$ cat src/rtl/offset_remap_pkg.sv
package offset_remap_pkg;
  localparam int NSLOTS   = 5;
  localparam int REG_W    = 7;
  localparam int IDX_W    = 7;
  localparam int OFF_W    = 4;
  localparam int NSHAPES  = 4;
  localparam int SHAPE_W  = 32;
  localparam int LANE_W   = 3;   // log2 of byte lanes in a 64-bit register
  localparam int SEL_W    = $clog2(NSHAPES);

  typedef enum logic [1:0] {
    EW_8  = 2'd0,
    EW_16 = 2'd1,
    EW_32 = 2'd2,
    EW_64 = 2'd3
  } elem_width_e;

  // shape word layout: offset in the low bits, slot mask above it
  localparam int OFF_LSB  = 0;
  localparam int MASK_LSB = OFF_W;
endpackage

$ cat src/rtl/orag_shape_bank.sv
module orag_shape_bank
  import offset_remap_pkg::*;
(
  input  logic               clk,
  input  logic               rst_n,
  input  logic               wr_en,
  input  logic [SEL_W-1:0]   wr_sel,
  input  logic [NSLOTS-1:0]  wr_mask,
  input  logic [OFF_W-1:0]   wr_offset,
  input  logic [SEL_W-1:0]   rd_sel,
  output logic [SHAPE_W-1:0] rd_word
);
  logic [SHAPE_W-1:0] words [NSHAPES];
  logic [SHAPE_W-1:0] wr_word;

  always_comb begin
    wr_word = '0;
    wr_word[OFF_LSB  +: OFF_W]  = wr_offset;
    wr_word[MASK_LSB +: NSLOTS] = wr_mask;
  end

  for (genvar s = 0; s < NSHAPES; s++) begin : g_word
    always_ff @(posedge clk) begin
      if (!rst_n)
        words[s] <= '0;
      else if (wr_en && (wr_sel == SEL_W'(s)))
        words[s] <= wr_word;
    end
  end

  assign rd_word = words[rd_sel];
endmodule

$ cat src/rtl/orag_slot_map.sv
module orag_slot_map
  import offset_remap_pkg::*;
(
  input  logic [IDX_W-1:0]  idx,
  input  logic [REG_W-1:0]  base,
  input  logic              en,
  input  logic [OFF_W-1:0]  offset,
  input  logic [1:0]        ew,
  output logic [REG_W-1:0]  reg_num,
  output logic [LANE_W-1:0] lane
);
  localparam int EFF_W = IDX_W + 1;
  localparam logic [1:0] MAX_SH = 2'(LANE_W);

  logic [EFF_W-1:0]  eff;
  logic [EFF_W-1:0]  step;
  logic [1:0]        shamt;
  logic [LANE_W-1:0] lane_mask;

  always_comb begin
    eff       = {1'b0, idx} + (en ? EFF_W'(offset) : '0);
    shamt     = MAX_SH - ew;
    step      = eff >> shamt;
    lane_mask = {LANE_W{1'b1}} >> ew;
    reg_num   = base + step[REG_W-1:0];
    lane      = eff[LANE_W-1:0] & lane_mask;
  end
endmodule

$ cat src/rtl/offset_remap_agen.sv
module offset_remap_agen
  import offset_remap_pkg::*;
(
  input  logic                     clk,
  input  logic                     rst_n,
  input  logic                     cfg_we,
  input  logic [SEL_W-1:0]         cfg_sel,
  input  logic [NSLOTS-1:0]        cfg_mask,
  input  logic [OFF_W-1:0]         cfg_offset,
  input  logic                     req_valid,
  output logic                     req_ready,
  input  logic [IDX_W-1:0]         req_idx,
  input  logic [SEL_W-1:0]         req_shape,
  input  logic [1:0]               req_ew,
  input  logic [NSLOTS*REG_W-1:0]  req_base,
  output logic                     out_valid,
  input  logic                     out_ready,
  output logic [NSLOTS*REG_W-1:0]  out_reg,
  output logic [NSLOTS*LANE_W-1:0] out_lane
);
  logic [SHAPE_W-1:0]       shape;
  logic [NSLOTS-1:0]        slot_en;
  logic [OFF_W-1:0]         offset;
  logic [NSLOTS*REG_W-1:0]  nxt_reg;
  logic [NSLOTS*LANE_W-1:0] nxt_lane;
  logic                     take;

  orag_shape_bank u_bank (
    .clk       (clk),
    .rst_n     (rst_n),
    .wr_en     (cfg_we),
    .wr_sel    (cfg_sel),
    .wr_mask   (cfg_mask),
    .wr_offset (cfg_offset),
    .rd_sel    (req_shape),
    .rd_word   (shape)
  );

  assign offset  = shape[OFF_LSB  +: OFF_W];
  assign slot_en = shape[MASK_LSB +: NSLOTS];

  for (genvar k = 0; k < NSLOTS; k++) begin : g_slot
    orag_slot_map u_map (
      .idx     (req_idx),
      .base    (req_base[k*REG_W +: REG_W]),
      .en      (slot_en[k]),
      .offset  (offset),
      .ew      (req_ew),
      .reg_num (nxt_reg[k*REG_W +: REG_W]),
      .lane    (nxt_lane[k*LANE_W +: LANE_W])
    );
  end

  assign req_ready = !out_valid || out_ready;
  assign take      = req_valid && req_ready;

  always_ff @(posedge clk) begin
    if (!rst_n) begin
      out_valid <= 1'b0;
      out_reg   <= '0;
      out_lane  <= '0;
    end else begin
      if (req_ready) out_valid <= req_valid;
      if (take) begin
        out_reg  <= nxt_reg;
        out_lane <= nxt_lane;
      end
    end
  end
endmodule

$ cat config.mk
export PLATFORM = sky130hd
export DESIGN_NAME = offset_remap_agen
export DESIGN_NICKNAME = d
export VERILOG_FILES = /design/src/rtl/offset_remap_pkg.sv /design/src/rtl/orag_shape_bank.sv /design/src/rtl/orag_slot_map.sv /design/src/rtl/offset_remap_agen.sv
export SDC_FILE = /design/constraint.sdc
export NUM_CORES = 1
export LEC_CHECK = 0
export ABC_AREA = 1
export BUFFER_PORTS_ARGS = -buffer_cell sky130_fd_sc_hd__buf_2
export CORE_ASPECT_RATIO = 0.8
export CORE_UTILIZATION = 52
export CTS_CLUSTER_SIZE = 40
export DETAILED_ROUTE_END_ITERATION = 7
export PLACE_DENSITY = 0.77
export SYNTH_ARGS = -nofsm -noshare
export SYNTH_HDL_FRONTEND = slang
export SYNTH_SLANG_ARGS = --single-unit
export TNS_END_PERCENT = 100
$ cat constraint.sdc
create_clock -name clk -period 3.47 [get_ports clk]
set_input_delay 0.5205 -clock clk [delete_from_list [all_inputs] [get_ports clk]]
set_output_delay 0.5205 -clock clk [all_outputs]
set_load 0.03 [all_outputs]
# [Word level (Yosys, flattened, before mapping)]
# Memories as Yosys holds them, arrays and structs flattened.
# Index checks and enable logic that the tools add are counted.
[word_totals] register_bits=51 ram_bits=36 inputBits=62 out_inout_bits=52 n_memories=1
[memory_table] name="u_bank.words" words=4 word_bits=9 read_ports=1 rd_ports_with_merged_regs=0 wr=4 line="orag_shape_bank.sv:13" text="logic [SHAPE_W-1:0] words [NSHAPES];"
[classes] n_addsub=11 n_eq_ne=3 shift=6 n_mux=22 bitwise_logic=9 n_reduce_logical=8
[op_table] op="7-bit by 8-bit adder with 8-bit output" count=5
[op_table] op="8-bit by 2-bit right shift with 7-bit output" count=5
[op_table] op="9-bit 2-to-1 mux" count=4
[op_table] op="7-bit adder" count=5
[op_table] op="4-bit 2-to-1 mux" count=5
[op_table] op="3-bit AND" count=5
[op_table] op="1-bit 2-to-1 mux" count=13
[op_table] op="1-bit logical AND" count=5
[op_table] op="2-bit == test, second input constant" count=2
[op_table] op="1-bit bitwise OR" count=4
[op_table] op="3-bit by 2-bit right shift with 3-bit output, first input constant" count=1
[op_table] op="2-bit by 1-bit == test with 1-bit output, second input constant" count=1
[op_table] op="2-bit logical NOT" count=1
[op_table] op="2-bit subtractor, first input constant" count=1
[op_table] op="1-bit logical NOT" count=1
[op_table] op="1-bit logical OR" count=1

# [Logic depth before layout (Yosys ltp)]
[depth] ltp_word=6 depth_mapped=29

# [By module]
# From an unflattened synthesis, not the netlist that was laid out.
[unflattened] cells_unflattened=1217 hier_area_um2=7965.1
[by_module_without_submodules] module="orag_slot_map" n_inst=5 cells_each=131 area_each_um2=729.4 seq_area_each_um2=0.0
[by_module_without_submodules] module="offset_remap_agen" n_inst=1 cells_each=333 area_each_um2=2279.7 seq_area_each_um2=1021.0
[by_module_without_submodules] module="orag_shape_bank" n_inst=1 cells_each=229 area_each_um2=2038.2 seq_area_each_um2=1081.0

# [Least setup slack after synthesis]
# Ideal clock, no wire load.
[synth_path] path_kind="input to register" startpoint="in req_shape[0]" endpoint="reg out_reg[34]" setup_time_ns=0.109 t_arrival_ns=3.664 slack_ns=-0.303 stages=26 cell_sequence="buf_2 clkinv_1 buf_4 nand2_1 a32o_1 nor2_1 ha_1 fa_1 xor2_1 nand2_1 nand2_1 nand2_1 o21ai_0 ha_1 inv_1 fa_1 inv_1 nand4_1 nand3_1 nand2_1 nand2_1 inv_1 nand2_1 nand3_1 nand2_1 inv_1"
[synth_via] elab_chain_cells=5
[synth_lines] element="from (decl)" line="offset_remap_agen.sv:13" text="input logic [SEL_W-1:0] req_shape,"
[synth_lines] element="memory 4 x 9 bit"
[synth_lines] element="4-bit 2-to-1 mux" line="orag_slot_map.sv:21" text="eff = {1'b0, idx} + (en ? EFF_W'(offset) : '0);"
[synth_lines] element="7-bit by 8-bit adder with 8-bit output" line="orag_slot_map.sv:21"
[synth_lines] element="8-bit by 2-bit right shift with 7-bit output" line="orag_slot_map.sv:23" text="step = eff >> shamt;"
[synth_lines] element="7-bit adder" line="orag_slot_map.sv:25" text="reg_num = base + step[REG_W-1:0];"
[synth_lines] element="to (signal assigned)" line="offset_remap_agen.sv:65" text="out_reg <= nxt_reg;"
[synth_lines] element="to (decl)" line="offset_remap_agen.sv:18" text="output logic [NSLOTS*REG_W-1:0] out_reg,"
# No other way between the ends.
# A chain may end at the register's enable or synchronous reset.

# [Worst setup path in the final report]
# Ends and elaborated chain as after synthesis.

==> impl_metrics.csv <==
group,metric,value,unit
synth,synthSimpleGateAreaFrac,34.72,%
final_layout,fin_util,74.09,%
clock_network,cts_tree,"done",
clock_network,insertion_delay,350,ps
clock_network,clk_pin_slew,60,ps
power_and_ir_drop,power_density,434.9,nW/um2
floorplan,die_w,130.0,um
global_route,grt_overflow,0,
timing,maxSlewHeadroom,35.84,%
timing,tightest_slew,961.0,ps
floorplan,fp-row-count,37,
critical_path,cp_max_fo,5,
power_and_ir_drop,max-vdd-ir-drop,0.2635,mV
final_layout,nets,1335,
final_layout,n_antenna_cell,0,
floorplan,die_h,104.4,um
critical_path,critPathCaptureType,"register",
power_and_ir_drop,power_leakage,0.004806,uW
global_route,grt_max_degree,59,
timing,hold_viol,0,
detailed_routing,drt-wirelength-per-cell,16.18,um
timing,layout_min_cycle_time,3580,ps
synth,yosys-mux-area-fraction,0,%
critical_path,slowest_delay,330,ps
floorplan,dieArea,13560,um2
synth,synth_xor_area_share,3.087,%
timing,rsz0062_at_grt,"yes",
global_route,track_usage,30.22,%
floorplan,coreArea,12820,um2
clock_network,htree_levels,3,
synth,synth_top_family_by_area,"simple AND/OR/NAND/NOR gates",
placement,dp_hpwl,14800,um
timing,timing.final.max_slew_violations,0,
synth,synth_compound_area_share,10.29,%
detailed_routing,via_count,7963,
final_layout,multi_input_area,4748,um2
worst_hold_path,hold_path.class,"register to register",
global_route,grt_pass1_vias,7035,
detailed_routing,dr.pass1.iters,6,
final_layout,fillers,930,
critical_path,slowest_stage,"a32o_2",
final_layout,seqCellArea,2102,um2
detailed_routing,drtIter0Drc,828,
flow_run,maxCapViolCount,0,
clock_network,cts_buffer_depth,2,
synth,synth_seq_area_share,30.87,%
critical_path,arrival,3830,ps
timing,setup_ws,-109.8,ps
synth,ys.warnings.count,0,
synth,avgSynthCellArea,6.893,um2
critical_path,criticalPathCategory,"input pin to register",
critical_path,startpoint_type,"input pin",
timing,post-route-period-util,103.2,%
final_layout,area_growth,39.50,%
floorplan,ios,114,
run_status,violations,"setup timing",
global_route,grt_first_pass_wirelength,32250,um
timing,setup_violations,3,
final_layout,drive_gt1_share,32.67,%
placement,place_ws,-446.5,ps
timing,clock_skew,7.303,ps
synth,netlist_area,6810,um2
synth,netlist_instances,988,
critical_path,crit_top_cell,"nand2_1",
clock_network,cts.sinks,87,
timing,fmax,0.2793,GHz
detailed_routing,postRouteAntennaNets,0,
critical_path,crit_required,3720,ps
synth,synthAdderAreaFrac,12.68,%
synth,ys_ff_latch,87,
synth,synth_nets,1113,
floorplan,initial_core_util,53.11,%
final_layout,largest_register_ffs,36,
clock_network,cts_made_buffers,9,
placement,portBuffers,113,
placement,place_congestion,0.9486,
clock_network,cts_root_buffer,"clkbuf_16",
detailed_routing,wl,22500,um
global_route,antenna_found_initial,0,
detailed_routing,drcViolationCount,0,
run_status,status,"complete, but fails checks",
synth,synth.distinct_cells,32,
detailed_routing,viasPerCell,5.729,
repair_timing:
action                                  4_1_cts  5_1_grt
hold buffers                                  0        0
pin swaps                                    16       59
endpoints found under the setup margin        2       26
setup buffers                                10       13
cloned                                        1        3
resized for setup                            25      124
synth_stat cells, drive strengths merged:
cell	number	area share [%]
o211ai	2	0.22
ha	53	9.7
clkbuf	14	0.77
nor2	148	8.2
edfxtp	36	16
fa	10	2.9
clkinv	2	0.11
or2	5	0.46
a31oi	15	1.4
a22oi	8	0.88
a32oi	1	0.13
inv	94	5.2
o21ai	42	3.1
nand3	130	9.6
nand2	240	13
nand4	31	2.9
a21oi	37	2.7
xnor2	14	1.8
buf	28	2.3
dfxtp	51	15
a21o	5	0.55
and2	3	0.28
a32o	9	1.3
xor2	10	1.3
power breakdown:
part	total (uW)	switching [uW]	leakage, uW	internal [uW]
Sequential	1200	43.2	0.000776	1160
Clock	1070	418	0.000160	648
Combinational	1860	1040	0.00387	824
Total	4130	1500	0.00481	2630
critical path: cells and delay by family:
kind | cells | cell delay, ps
AO/OA/AOI/OAI | 3 | 590
XOR/XNOR | 1 | 160
adder cells (fa/ha/maj) | 2 | 530
buffers and inverters | 8 | 810
AND/OR/NAND/NOR | 15 | 1210
kinds of logic after synthesis:
group,Yosys count
simple gates,557
buf+inv,138
compound gates,119
flops,87
fa+ha+maj,63
xor+xnor,24
final timing paths:
kind	startpoint	end	slack [ps]	depth (start not counted)
min	out_lane[0]	out_lane[0]	460	2
min reg2reg	out_lane[0]	out_lane[0]	460	2
max reg2reg	u_bank.words[1][8]	out_reg[34]	-40	25
max	req_shape[0]	out_reg[34]	-110	29
metal layers:
layer / up-vias / wire length, um / track usage (%)
met3: 91 / 2248 / 6.019
li1: 3752 / - / -
met1: 3645 / 8934 / 39.45
met2: 475 / 10540 / 48.97
met4: 0 / 778 / 11.38
met5: - / 0 / 0
metrics by stage:
stage	hold WS, ps	TNS [ps]	cell area [um2]	total power (uW)	instances
global route	480.7	-2107	9500	4352	1390
global placement	451.8	-4760	8284	2734	1347
detailed placement	453.4	-7013	8284	2766	1347
finish	461.2	-120.8	9500	4132	1390
CTS	462.4	0	8796	3869	1374
floorplan	593.9	-37.40	6887	2179	988
final cells by class:
cell class	instances	share of cell area (%)
clock inverter	6	0.8956
tap	175	2.305
multi-input combinational	763	49.98
timing repair buffer	251	18.03
timing repair inverter	2	0.1844
inverter	96	3.964
clock buffer	10	2.515
sequential	87	22.13
cell usage in the layout, fill, tap and decap left out, types with 10 or more instances in the layout:
master,instances
nand2_1,214
nor2_1,134
buf_4,130
nand3_1,118
buf_2,111
inv_1,86
dfxtp_1,51
edfxtp_1,36
nand4_1,30
o21ai_0,29
a21oi_1,28
nand2_2,24
ha_1,24
ha_4,19
xnor2_1,13
a31oi_1,11
nand3_2,10
o21ai_1,10
ha_2,10
clkbuf_16,10
(Power assumes the default switching activity.)
